## src/rtl/qchan_pkg.sv

```systemverilog
package qchan_pkg;
  typedef enum logic [2:0] {
    PH_RUN  = 3'd0,
    PH_REQ  = 3'd1,
    PH_STOP = 3'd2,
    PH_EXIT = 3'd3,
    PH_DENY = 3'd4
  } qphase_e;
endpackage

```

## src/rtl/qchan_sync.sv

```systemverilog
module qchan_sync #(
  parameter int STAGES  = 2,
  parameter bit RST_VAL = 1'b1
) (
  input  logic clk,
  input  logic rst,
  input  logic din,
  output logic dout
);
  logic [STAGES-1:0] chain;

  generate
    if (STAGES == 1) begin : g_one
      always_ff @(posedge clk) begin
        if (rst) chain <= RST_VAL;
        else     chain <= din;
      end
    end else begin : g_many
      always_ff @(posedge clk) begin
        if (rst) chain <= {STAGES{RST_VAL}};
        else     chain <= {chain[STAGES-2:0], din};
      end
    end
  endgenerate

  assign dout = chain[STAGES-1];
endmodule

```

## src/rtl/qchan_stab_timer.sv

```systemverilog
module qchan_stab_timer #(
  parameter int STAB_CYC = 16
) (
  input  logic clk,
  input  logic rst,
  input  logic start,
  output logic busy
);
  localparam int CW = $clog2(STAB_CYC + 1);
  localparam logic [CW-1:0] LOAD = CW'(STAB_CYC);

  logic [CW-1:0] cnt;

  always_ff @(posedge clk) begin
    if (rst)              cnt <= '0;
    else if (start)       cnt <= LOAD;
    else if (cnt != '0)   cnt <= cnt - 1'b1;
  end

  assign busy = (cnt != '0);


  stab_range_chk: assert property (@(posedge clk) disable iff (rst)
    cnt <= LOAD);


  stab_load_chk: assert property (@(posedge clk) disable iff (rst)
    start |=> busy);
endmodule

```

## src/rtl/qchan_phase_fsm.sv

```systemverilog
module qchan_phase_fsm
  import qchan_pkg::*;
(
  input  logic clk,
  input  logic rst,
  input  logic req_s,
  input  logic crit_busy,
  input  logic perf_lock,
  input  logic stab_busy,
  input  logic wake_need,
  output logic start_stab,
  output logic accept_n,
  output logic deny,
  output logic active,
  output logic wakeup
);
  qphase_e ph, ph_n;
  logic refuse;

  assign refuse     = crit_busy | perf_lock | stab_busy;
  assign start_stab = (ph == PH_STOP) && req_s;

  always_comb begin
    ph_n = ph;
    unique case (ph)
      PH_RUN:  if (!req_s) ph_n = PH_REQ;
      PH_REQ:  ph_n = refuse ? PH_DENY : PH_STOP;
      PH_STOP: if (req_s) ph_n = PH_EXIT;
      PH_EXIT: if (active) ph_n = PH_RUN;
      PH_DENY: if (req_s) ph_n = PH_RUN;
      default: ph_n = PH_RUN;
    endcase
  end

  always_ff @(posedge clk) begin
    if (rst) begin
      ph       <= PH_RUN;
      accept_n <= 1'b1;
      deny     <= 1'b0;
      active   <= 1'b1;
      wakeup   <= 1'b0;
    end else begin
      ph       <= ph_n;
      accept_n <= (ph_n != PH_STOP);
      deny     <= (ph_n == PH_DENY);
      wakeup   <= (ph_n == PH_EXIT) || ((ph_n == PH_STOP) && wake_need);
      active   <= (ph_n == PH_RUN) || (ph_n == PH_REQ) || (ph_n == PH_DENY) ||
                  (((ph_n == PH_EXIT) || (ph_n == PH_STOP)) && wakeup);
    end
  end


  run_legal_chk: assert property (@(posedge clk) disable iff (rst)
    (ph == PH_RUN) |-> (active && !deny));


  crit_refuse_chk: assert property (@(posedge clk) disable iff (rst)
    ((ph == PH_REQ) && crit_busy) |=> (deny && accept_n));


  lock_refuse_chk: assert property (@(posedge clk) disable iff (rst)
    ((ph == PH_REQ) && perf_lock) |=> (deny && accept_n));


  stab_refuse_chk: assert property (@(posedge clk) disable iff (rst)
    ((ph == PH_REQ) && stab_busy) |=> deny);


  deny_hold_chk: assert property (@(posedge clk) disable iff (rst)
    (deny && !req_s) |=> deny);


  wake_first_chk: assert property (@(posedge clk) disable iff (rst)
    $rose(wakeup) |-> !active);


  wake_drop_chk: assert property (@(posedge clk) disable iff (rst)
    $fell(wakeup) |-> active);


  no_both_chk: assert property (@(posedge clk) disable iff (rst)
    !(!accept_n && deny));


  no_joint_change_chk: assert property (@(posedge clk) disable iff (rst)
    !$stable(accept_n) |-> $stable(deny));


  accept_fall_chk: assert property (@(posedge clk) disable iff (rst)
    $fell(accept_n) |-> !$past(req_s));


  accept_rise_chk: assert property (@(posedge clk) disable iff (rst)
    $rose(accept_n) |-> $past(req_s));


  deny_rise_chk: assert property (@(posedge clk) disable iff (rst)
    $rose(deny) |-> !$past(req_s));


  deny_fall_chk: assert property (@(posedge clk) disable iff (rst)
    $fell(deny) |-> $past(req_s));
endmodule

```

## src/rtl/qchan_responder.sv

```systemverilog
module qchan_responder #(
  parameter int SYNC_STAGES = 2,
  parameter int STAB_CYC    = 16
) (
  input  logic clk,
  input  logic rst,
  input  logic req_n_async,
  input  logic crit_busy,
  input  logic perf_lock,
  input  logic wake_need,
  output logic accept_n,
  output logic deny,
  output logic active,
  output logic wakeup
);
  logic req_s;
  logic stab_busy;
  logic start_stab;

  qchan_sync #(.STAGES(SYNC_STAGES), .RST_VAL(1'b1)) u_sync (
    .clk  (clk),
    .rst  (rst),
    .din  (req_n_async),
    .dout (req_s)
  );

  qchan_stab_timer #(.STAB_CYC(STAB_CYC)) u_stab (
    .clk   (clk),
    .rst   (rst),
    .start (start_stab),
    .busy  (stab_busy)
  );

  qchan_phase_fsm u_fsm (
    .clk        (clk),
    .rst        (rst),
    .req_s      (req_s),
    .crit_busy  (crit_busy),
    .perf_lock  (perf_lock),
    .stab_busy  (stab_busy),
    .wake_need  (wake_need),
    .start_stab (start_stab),
    .accept_n   (accept_n),
    .deny       (deny),
    .active     (active),
    .wakeup     (wakeup)
  );


  reset_out_chk: assert property (@(posedge clk)
    $past(rst) |-> (accept_n && !deny && active && !wakeup));
endmodule

```

## config.mk

```make
export PLATFORM = sky130hd
export DESIGN_NAME = qchan_responder
export DESIGN_NICKNAME = d
export VERILOG_FILES = /design/src/rtl/qchan_pkg.sv /design/src/rtl/qchan_sync.sv /design/src/rtl/qchan_stab_timer.sv /design/src/rtl/qchan_phase_fsm.sv /design/src/rtl/qchan_responder.sv
export SDC_FILE = /design/constraint.sdc
export NUM_CORES = 1
export LEC_CHECK = 0
export ABC_AREA = 1
export BUFFER_PORTS_ARGS = -buffer_cell sky130_fd_sc_hd__buf_2
export CAP_MARGIN = 20
export CORE_AREA = 5 5 42 44
export CTS_BUF_LIST = sky130_fd_sc_hd__clkbuf_4
export CTS_CLUSTER_SIZE = 16
export DETAILED_ROUTE_END_ITERATION = 10
export DIE_AREA = 0 0 47 49
export HOLD_SLACK_MARGIN = 0.02
export PLACE_DENSITY = 0.68
export SLEW_MARGIN = 20
export SYNTH_ARGS = -nofsm -noshare
export SYNTH_HDL_FRONTEND = slang
export SYNTH_SLANG_ARGS = --single-unit
export TNS_END_PERCENT = 30
```

## constraint.sdc

```tcl
create_clock -name clk -period 1.7 [get_ports clk]
set_input_delay 0.17 -clock clk [delete_from_list [all_inputs] [get_ports clk]]
set_output_delay 0.17 -clock clk [all_outputs]
set_load 0.05 [all_outputs]
```

======== Yosys cells after proc, flatten, opt, wreduce, memory -nomap -nowiden ========
Index checks and enable logic that the tools add are counted.
storage, ports and cells
  register bits after elaboration ......... 14
  logic and storage cells ................. 41
cells by class
  $add $sub $neg .......................... 1
  equal/unequal tests ..................... 9
  muxes and demuxes ....................... 8
  bitwise gates (word level) .............. 2
  reductions and logical operators ........ 13
operators by type and width
  cell                 number
  $mux 3               5
  $pmux 3 s5           1
  $eq 3x2->1 const B   4
  $mux 5               2
  $eq 3x1->1 const B   2
  $eq 3x3->1 const B   2
  $logic_not 3->1      2
  $logic_or 1x1->1     5
  $reduce_bool 5->1    1
  $sub 5x1->5 const B  1
  $logic_and 1x1->1    3
  $ne 3x2->1 const B   1
  $or 1x1->1           2
  $reduce_bool 2->1    1
  $reduce_or 2->1      1

======== Logic depth before layout (Yosys ltp) ========
Gate-level depths: netlist (run 1).
  word-level depth ........................ 8
  gate-level depth with buffers ........... 8
  gate-level depth less buffers ........... 8

======== Modules after synthesis ========
From an unflattened synthesis (run 1), not the netlist that was laid out.
unflattened totals
  cells, all modules ...................... 79
  area total of the unflattened synthesis .. 599.3 µm²
modules (own cells, without submodules)
  module            instances  cells an instance  area each (µm²)  sequential area each (µm²)
  qchan_phase_fsm   1          39                 296.5            140.1
  qchan_stab_timer  1          33                 244.0            100.1
  qchan_sync        1          7                  58.8             40.0

======== Least setup slack after synthesis (run 1) ========
Ideal clock, no wire load.
  path type ............................... register to register
  from .................................... register u_fsm.active
  to ...................................... register u_fsm.ph[1]
  setup time .............................. 0.110 ns
  data arrival time ....................... 1.105 ns
  required time ........................... 1.590 ns
  slack ................................... 0.484 ns
  cell stages (with the launch flop) ...... 6
  buffers on the path ..................... 0
  period minus slack after synthesis ...... 1.216 ns
  cells stage by stage .................... dfxtp_1 > nor2_1 > o21ai_0 > nand2_2 > nand2_2 > inv_1
between the ends
  cells in the longest elaborated chain, start to end .. 2
ends and longest elaborated chain
  item                      RTL line               source
  start: declaration        qchan_phase_fsm.sv:14  output logic active,
  start signal: assignment  qchan_phase_fsm.sv:47  active <= (ph_n == PH_RUN) || (ph_n == PH_REQ) || (ph_n == PH_DENY) ||
  $mux 3                    qchan_phase_fsm.sv:29  PH_EXIT: if (active) ph_n = PH_RUN;
  $pmux 3 s5                qchan_phase_fsm.sv:25  unique case (ph)
  end signal: assignment    qchan_phase_fsm.sv:43  ph <= ph_n;
  end: declaration          qchan_phase_fsm.sv:17  qphase_e ph, ph_n;
Every way passes these cells.
A chain may end at the register's enable or synchronous reset.

======== Final worst setup path (run 1) ========
  from .................................... register u_stab.cnt[0]
  to ...................................... register u_fsm.active
between the ends
  cells in the longest elaborated chain, start to end .. 8
ends and longest elaborated chain
  item                                                          RTL line                                      source
  start: declaration                                            qchan_stab_timer.sv:12                        logic [CW-1:0] cnt;
  start signal: assignment                                      qchan_stab_timer.sv:17                        else if (cnt != '0) cnt <= cnt - 1'b1;
  $reduce_bool 5->1 (*)                                         qchan_stab_timer.sv:20                        assign busy = (cnt != '0);
  $or 1x1->1 (*)                                                qchan_phase_fsm.sv:20                         assign refuse = crit_busy | perf_lock | stab_busy;
  $mux 3 (*)                                                    qchan_phase_fsm.sv:27                         PH_REQ: ph_n = refuse ? PH_DENY : PH_STOP;
  $pmux 3 s5 (*)                                                qchan_phase_fsm.sv:25
  $eq 3x1->1 (tied with other cells)                            qchan_phase_fsm.sv:47
  $logic_or 1x1->1 (on tied branches)                           qchan_phase_fsm.sv:47, qchan_phase_fsm.sv:48
  $logic_or 1x1->1 / $logic_and 1x1->1 (equally long branches)  qchan_phase_fsm.sv:47, qchan_phase_fsm.sv:48
  $logic_or 1x1->1 (*)                                          qchan_phase_fsm.sv:47
Mark *: on every way between the ends. The rest lies on a longest branch, timed or not.

==> results of run 1 <==
[power by group]
part	leakage [nW]	switching, W	internal (W)
sequential	0.115	0.0000349	0.000382
combinational	0.212	0.000249	0.000183
clock	0.0154	0.0000998	0.0000851
[state kept, by name (all words and copies together) (netlist names)]
signal,flops
u_stab.cnt,5
u_fsm.ph,3
u_sync.chain,2
u_fsm.accept_n,1
u_fsm.active,1
u_fsm.deny,1
u_fsm.wakeup,1
[area by class of cell]
cell class | instances | area, um^2
repair buffers | 9 | 45.04
clock buffers | 3 | 22.52
multi-input cells | 48 | 297.8
inverters | 13 | 48.80
well taps | 16 | 20.02
clock inverters | 1 | 3.754
fillers | 144 | 683.2
flip-flops and latches | 14 | 280.3
[layout by cell type, fill, tap and decap left out, types with 2 or more instances in the layout]
cell      Yosys  routed
nand2_2       2       2
ha_1          2       2
inv_1        11      11
a21oi_1       2       2
nand2_4       2       2
buf_2         0       9
inv_2         2       2
nand3_1       7       7
xor2_1        2       2
clkbuf_4      0       3
nor2_1        7       7
or2_2         2       2
nand2_1       9       9
nor2_2        2       2
nand3b_1      2       2
nor3_1        2       2
dfxtp_1      14      14
[final timing paths]
path | slack (ps) | cells after the start | to
setup / recovery | 500 | 7 | u_fsm.active$_SDFF_PP1_
setup reg to reg | 500 | 7 | u_fsm.active$_SDFF_PP1_
hold / removal | 80 | 2 | u_sync.chain[0]$_SDFF_PP1_
hold reg to reg | 420 | 1 | u_sync.chain[1]$_SDFF_PP1_
[logic make-up after synthesis]
kind of cell               synth area share (%)
xor gates and xnor gates                  4.192
DFF                                       44.71
AOI/OAI and AO/OA                         3.792
and+or+nand+nor                           35.53
adders and majority gates                 3.991
buffers and inverters                     7.785
[metrics by stage]
stage | worst slack [ps] | hold slack, ps | instances | area (um^2) | power [W]
CTS | 483.3 | 66.43 | 104 | 718.2 | 0.001053
floorplan | 484.2 | 239.1 | 75 | 626.9 | 0.0007986
global route | 373.3 | 77.13 | 104 | 718.2 | 0.001125
finish | 495.3 | 75.99 | 104 | 718.2 | 0.001034
detailed placement | 498.5 | 358.4 | 100 | 691.9 | 0.0008645
global placement | 533.5 | 356.7 | 100 | 691.9 | 0.0008549
[metal layers]
metal	wire (um)	share of wire (%)	GRT usage, %	vias up
met4	36	3.8	8.295	0
li1	-	-	-	258
met5	0	0	0	-
met2	493	52	16.74	6
met3	30	3.1	3.321	5
met1	393	41	11.61	200
==> metrics.txt, run 1 <==
status=finished, final reports clean; pin count of the biggest net entering global routing=9; GP Congestion=0.7565; Die W=47 um; PD cells=1440 nW/um^2; Synth Instances=75; port bufs=9; reg2reg start=u_stab.cnt[0]$_SDFFE_PP0P_; final WL=953 um; Synth Flop Type=dfxtp_1; synth top area cells=dfxtp_1 (45%), inv_1 (6.6%), nand3_1 (5.6%); CP Capture Type=flop; H-tree Lvls=1; Syn Std Cell Area=626.9 um^2; io pins=10; clock sinks=14; placed wire-length estimate=804.5 um; ANT nets after route=0; CP Launch Type=flop; Max Slew Vio Count=0; Crit Path Class=flop to flop; cts bufs inserted=3; drt first pass iters=1; Yosys top cell area share=44.71%; ys async rst share=0%; RSZ-0062 raised after global routing=no; Final Util=51.25%; cell family with most CP delay=simple AND/OR/NAND/NOR gates; mean post-synth cell area=8.358 um^2; FF+latch count, synth=14; Worst slew margin=83.53%; WP data required=1860 ps; number of synthesized flops with an enable pin=0; Slowest-stage cell, CP=dfxtp_1; hold_sp=req_n_async; die area=2303 um^2; CP max stage delay=320 ps; vias per std cell=4.510; Reg clk slew, reported paths=80 ps; Syn-to-layout area delta=14.57%; sequential element share of the synthesized area=44.71%; maximum VDD drop=0.8849 mV; antenna violations before repair=0; Post-CTS Setup Repair Bufs=0; setup violators final=0; Mapped Nets=83; Initial Util=44.73%; Synth Warn #=0; Hold-fix buffers, CTS=0; wire length per cell=9.163 um; CP bufs+invs=1; Die Ht=49 um; crit path max fanout=7; Fmax=0.8301 GHz; Leak=0.3424 nW; share of layout cells above drive strength 1=28.41%; Synth area leader=dfxtp_1; count leader, synth=dfxtp_1; CTS tree=done; Final period util=70.87%; DRC viols=0; Synth cell types=22; # Max-Cap Violations=0; Worst Tran Pin Value=248.7 ps; synth cell count leaders=dfxtp_1 (14), inv_1 (11), nand2_1 (9), nand3_1 (7), nor2_1 (7); worst skew pair latency=270 ps; number of global-route vias before repair=472; Rows=14; skew final=0.7988 ps; nets=97; first-pass GRT wire length=1780 um; Antenna diodes=0; Arrival @ worst endpoint=1370 ps; cell breakdown of the critical path=inv_1 > ha_1 > nand2_4 > nor2_8 > nand3_2 > nand2_2 > nand3b_1; Global Route Usage Sum=10.83%; Worst Hold Class=input port to flop; DRT iter0 DRCs=0; Fin. Hold Viols=0; total grt overflow=0; Final min period=1205 ps; Final TNS setup=0 ps; Max Buffers Root-to-Sink=2; critical path startpoint=u_stab.cnt[0]$_SDFFE_PP0P_; PostCTS Resize Cnt=0; core box area=1401 um^2; Root Driver=clkbuf_4; routed vias=469
(Power assumes the default switching activity.)
==> run 2, diff against run 1 <==
--- a/config.mk
+++ b/config.mk
@@ -5,7 +5,7 @@
 export SDC_FILE = /design/constraint.sdc
 export NUM_CORES = 1
 export LEC_CHECK = 0
-export ABC_AREA = 1
+export ABC_AREA = 0
 export BUFFER_PORTS_ARGS = -buffer_cell sky130_fd_sc_hd__buf_2
 export CAP_MARGIN = 20
 export CORE_AREA = 5 5 42 44
@@ -14,7 +14,7 @@
 export DETAILED_ROUTE_END_ITERATION = 10
 export DIE_AREA = 0 0 47 49
 export HOLD_SLACK_MARGIN = 0.02
-export PLACE_DENSITY = 0.68
+export PLACE_DENSITY = 0.7
 export SLEW_MARGIN = 20
 export SYNTH_ARGS = -nofsm -noshare
 export SYNTH_HDL_FRONTEND = slang
==> constraint.sdc (replaced) <==
create_clock -name clk -period 1.1 [get_ports clk]
set_input_delay 0.11 -clock clk [delete_from_list [all_inputs] [get_ports clk]]
set_output_delay 0.11 -clock clk [all_outputs]
set_load 0.05 [all_outputs]
==> run 2 against run 1 <==
  * The run now ends with negative setup slack left
  * Sequential power is 67% higher
  * Synthesized cell count is 17% lower
  * Register-to-register slack worse by 990 ps
  * Via count grew 13%
  * Critical path type unchanged
  * Highest routed layer unchanged
==> metrics.txt, run 2 <==
status=finished, violations left; largest register by flop count=u_stab.cnt; placed wire-length estimate=1013 um (+26%); worst hold slack=57.69 ps (-18.30 ps); Die W=47 um (unchanged); Max Buffers Root-to-Sink=2 (unchanged); # Max-Cap Violations=0 (unchanged); total grt overflow=0 (unchanged); drt first pass iters=2 (+1); mean post-synth cell area=9.969 um^2 (+19%); synth cell count leaders=dfxtp_1 (14), nor2_1 (6), nor3_1 (6), inv_1 (5), xnor2_1 (3); share of layout cells above drive strength 1=48.31% (+20 points); Antenna diodes=0 (unchanged); final WL=1244 um (+31%); skew final=3.958 ps (+3.160 ps); Top Registers=u_stab.cnt: 5 flops, u_fsm.ph: 3 flops, u_sync.chain: 2 flops; vias per std cell=5.029 (+12%); pin count of the biggest net entering global routing=12 (+3); crit path max fanout=4 (-3); cts bufs inserted=3 (unchanged); antenna violations before repair=0 (unchanged); Crit Path Class=flop to flop; Largest register FFs=5 (unchanged); Die Ht=49 um (unchanged); GP Congestion=0.8575 (+13%); die area=2303 um^2 (unchanged); DRC viols=0 (unchanged); first-pass GRT wire length=2166 um (+22%); clock sinks=14 (unchanged); Synth Warn #=0 (unchanged); CP Capture Type=flop; FF+latch count, synth=14 (unchanged); failing checks=negative setup slack; Fin. Hold Viols=0 (unchanged); ANT nets after route=0 (unchanged); synth top area cells=dfxtp_1 (45%), nor3_1 (4.9%), nor4b_2 (4.9%); PD cells=2341 nW/um^2 (+63%); io pins=10 (unchanged); Final min period=1594 ps (+389.2 ps); Worst Hold Class=input port to flop; most common cell after layout, fill and taps aside=buf_4; worst setup margin=-493.9 ps (-989.2 ps); Yosys top cell area share=45.34% (+0.63 points); WP data required=1270 ps (-590 ps); DRT iter0 DRCs=2 (+2); number of synthesized flops with an enable pin=0 (unchanged); number of global-route vias before repair=540 (+14%); port bufs=9 (unchanged); ys async rst share=0% (unchanged); Fmax=0.6274 GHz (-24%); commonest non-fill, non-tap cells in the layout=buf_4 (16), dfxtp_1 (12), buf_2 (8); Global Route Usage Sum=13.08% (+2.3 points); Syn Std Cell Area=618.1 um^2 (-1.4%); RSZ-0062 raised after global routing=yes; H-tree Lvls=1 (unchanged); Root Driver=clkbuf_4; CTS tree=done; Max Slew Vio Count=0 (unchanged); Arrival @ worst endpoint=1760 ps (+390 ps); Worst slew margin=76.80% (-6.7 points); Synth cell types=26 (+18%); Synth Flop Type=dfxtp_1; count leader, synth=dfxtp_1; maximum VDD drop=1.450 mV (+64%); Synth Instances=62 (-17%); Rows=14 (unchanged); Initial Util=44.11% (-0.62 points); sequential element share of the synthesized area=45.34% (+0.63 points); Setup WS pre-CTS=-489.0 ps (-987.4 ps); wire length per cell=11.85 um (+29%); Filler Cell Count=125 (-13%); CP Launch Type=flop; Synth area leader=dfxtp_1; worst skew pair latency=280 ps (about the same); Reg clk slew, reported paths=80 ps (about the same); Leak=0.3617 nW (+5.7%); Worst Tran Pin Value=347.0 ps (+98.32 ps); setup violators final=11 (+11); Syn-to-layout area delta=37.25%; Final TNS setup=-3297 ps (-3297 ps); core box area=1401 um^2 (unchanged); routed vias=528 (+13%); Mapped Nets=70 (-16%); Final period util=144.9% (+74 points); nets=98 (+1.0%)
[run 2: where the power goes]
part	internal (W)	leakage (nW)	total (W)	switching, W
registers	0.000615	0.115	0.000696	0.0000815
logic	0.000581	0.231	0.00100	0.000419
clock network	0.000132	0.0154	0.000290	0.000158
total	0.00133	0.362	0.00199	0.000659
[run 2: cell families after synthesis]
group	count (synthesis)	share of synthesized area (%)
multiplexers	2	3.239
flip-flops	14	45.34
AO/OA/AOI/OAI	10	14.58
XOR/XNOR	3	4.252
AND/OR/NAND/NOR	22	22.88
adder cells (fa/ha/maj)	2	4.048
buffers and inverters	9	5.667
[run 2: metal layers]
layer	vias up	wire (um)	global-route usage (%)
met3	3	46	3.690
met2	10	633	21.72
li1	271	-	-
met5	-	0	0
met4	0	23	7.834
met1	244	540	13.81
[run 2: layout make-up]
cell class                 instances  area [um^2]  share of cell area, %
sequential                        14        282.8                  33.33
tap                               16        20.02                  2.360
clock inverter                     1        3.754                 0.4425
multi-input combinational         39        319.1                  37.61
clock buffer                       3        22.52                  2.655
inverter                           6        22.52                  2.655
timing repair buffer              26        177.7                  20.94
[run 2: path summary, 6_finish.rpt]
kind | endpoint | slack, ps | depth (start not counted) | startpoint
worst max-delay path | u_fsm.deny$_SDFF_PP0_ | -490 | 6 | u_stab.cnt[0]$_SDFFE_PP0P_
worst max register to register | u_fsm.deny$_SDFF_PP0_ | -490 | 6 | u_stab.cnt[0]$_SDFFE_PP0P_
worst min register to register | u_sync.chain[1]$_SDFF_PP1_ | 420 | 1 | u_sync.chain[0]$_SDFF_PP1_
worst min-delay path | u_fsm.wakeup$_SDFF_PP0_ | 60 | 3 | wake_need
[run 2: metrics by stage]
step	util [%]	power [W]	instances	cell area, um^2
finish	60.54	0.001986	105	848.3
global route	60.54	0.002165	105	848.3
floorplan	-	0.001306	62	630.6
detailed placement	56.79	0.001680	99	795.8
CTS	60.09	0.002011	105	842.1
global placement	56.79	0.001643	99	795.8
[run 2: repair_timing]
item,in CTS,in global routing
gates cloned,0,0
pin swaps,1,1
buffers inserted,1,0
gates resized for setup,2,2
hold buffers,1,0
hold endpoints to repair,1,0
setup endpoints to repair,11,13
[run 2: critical path, cell delays in order, from the launching register on]
cell	delay, ps
dfxtp_2	330
inv_2	70
ha_4	130
or4b_4	490
o311ai_2	220
o31a_1	200
nor3_1	50
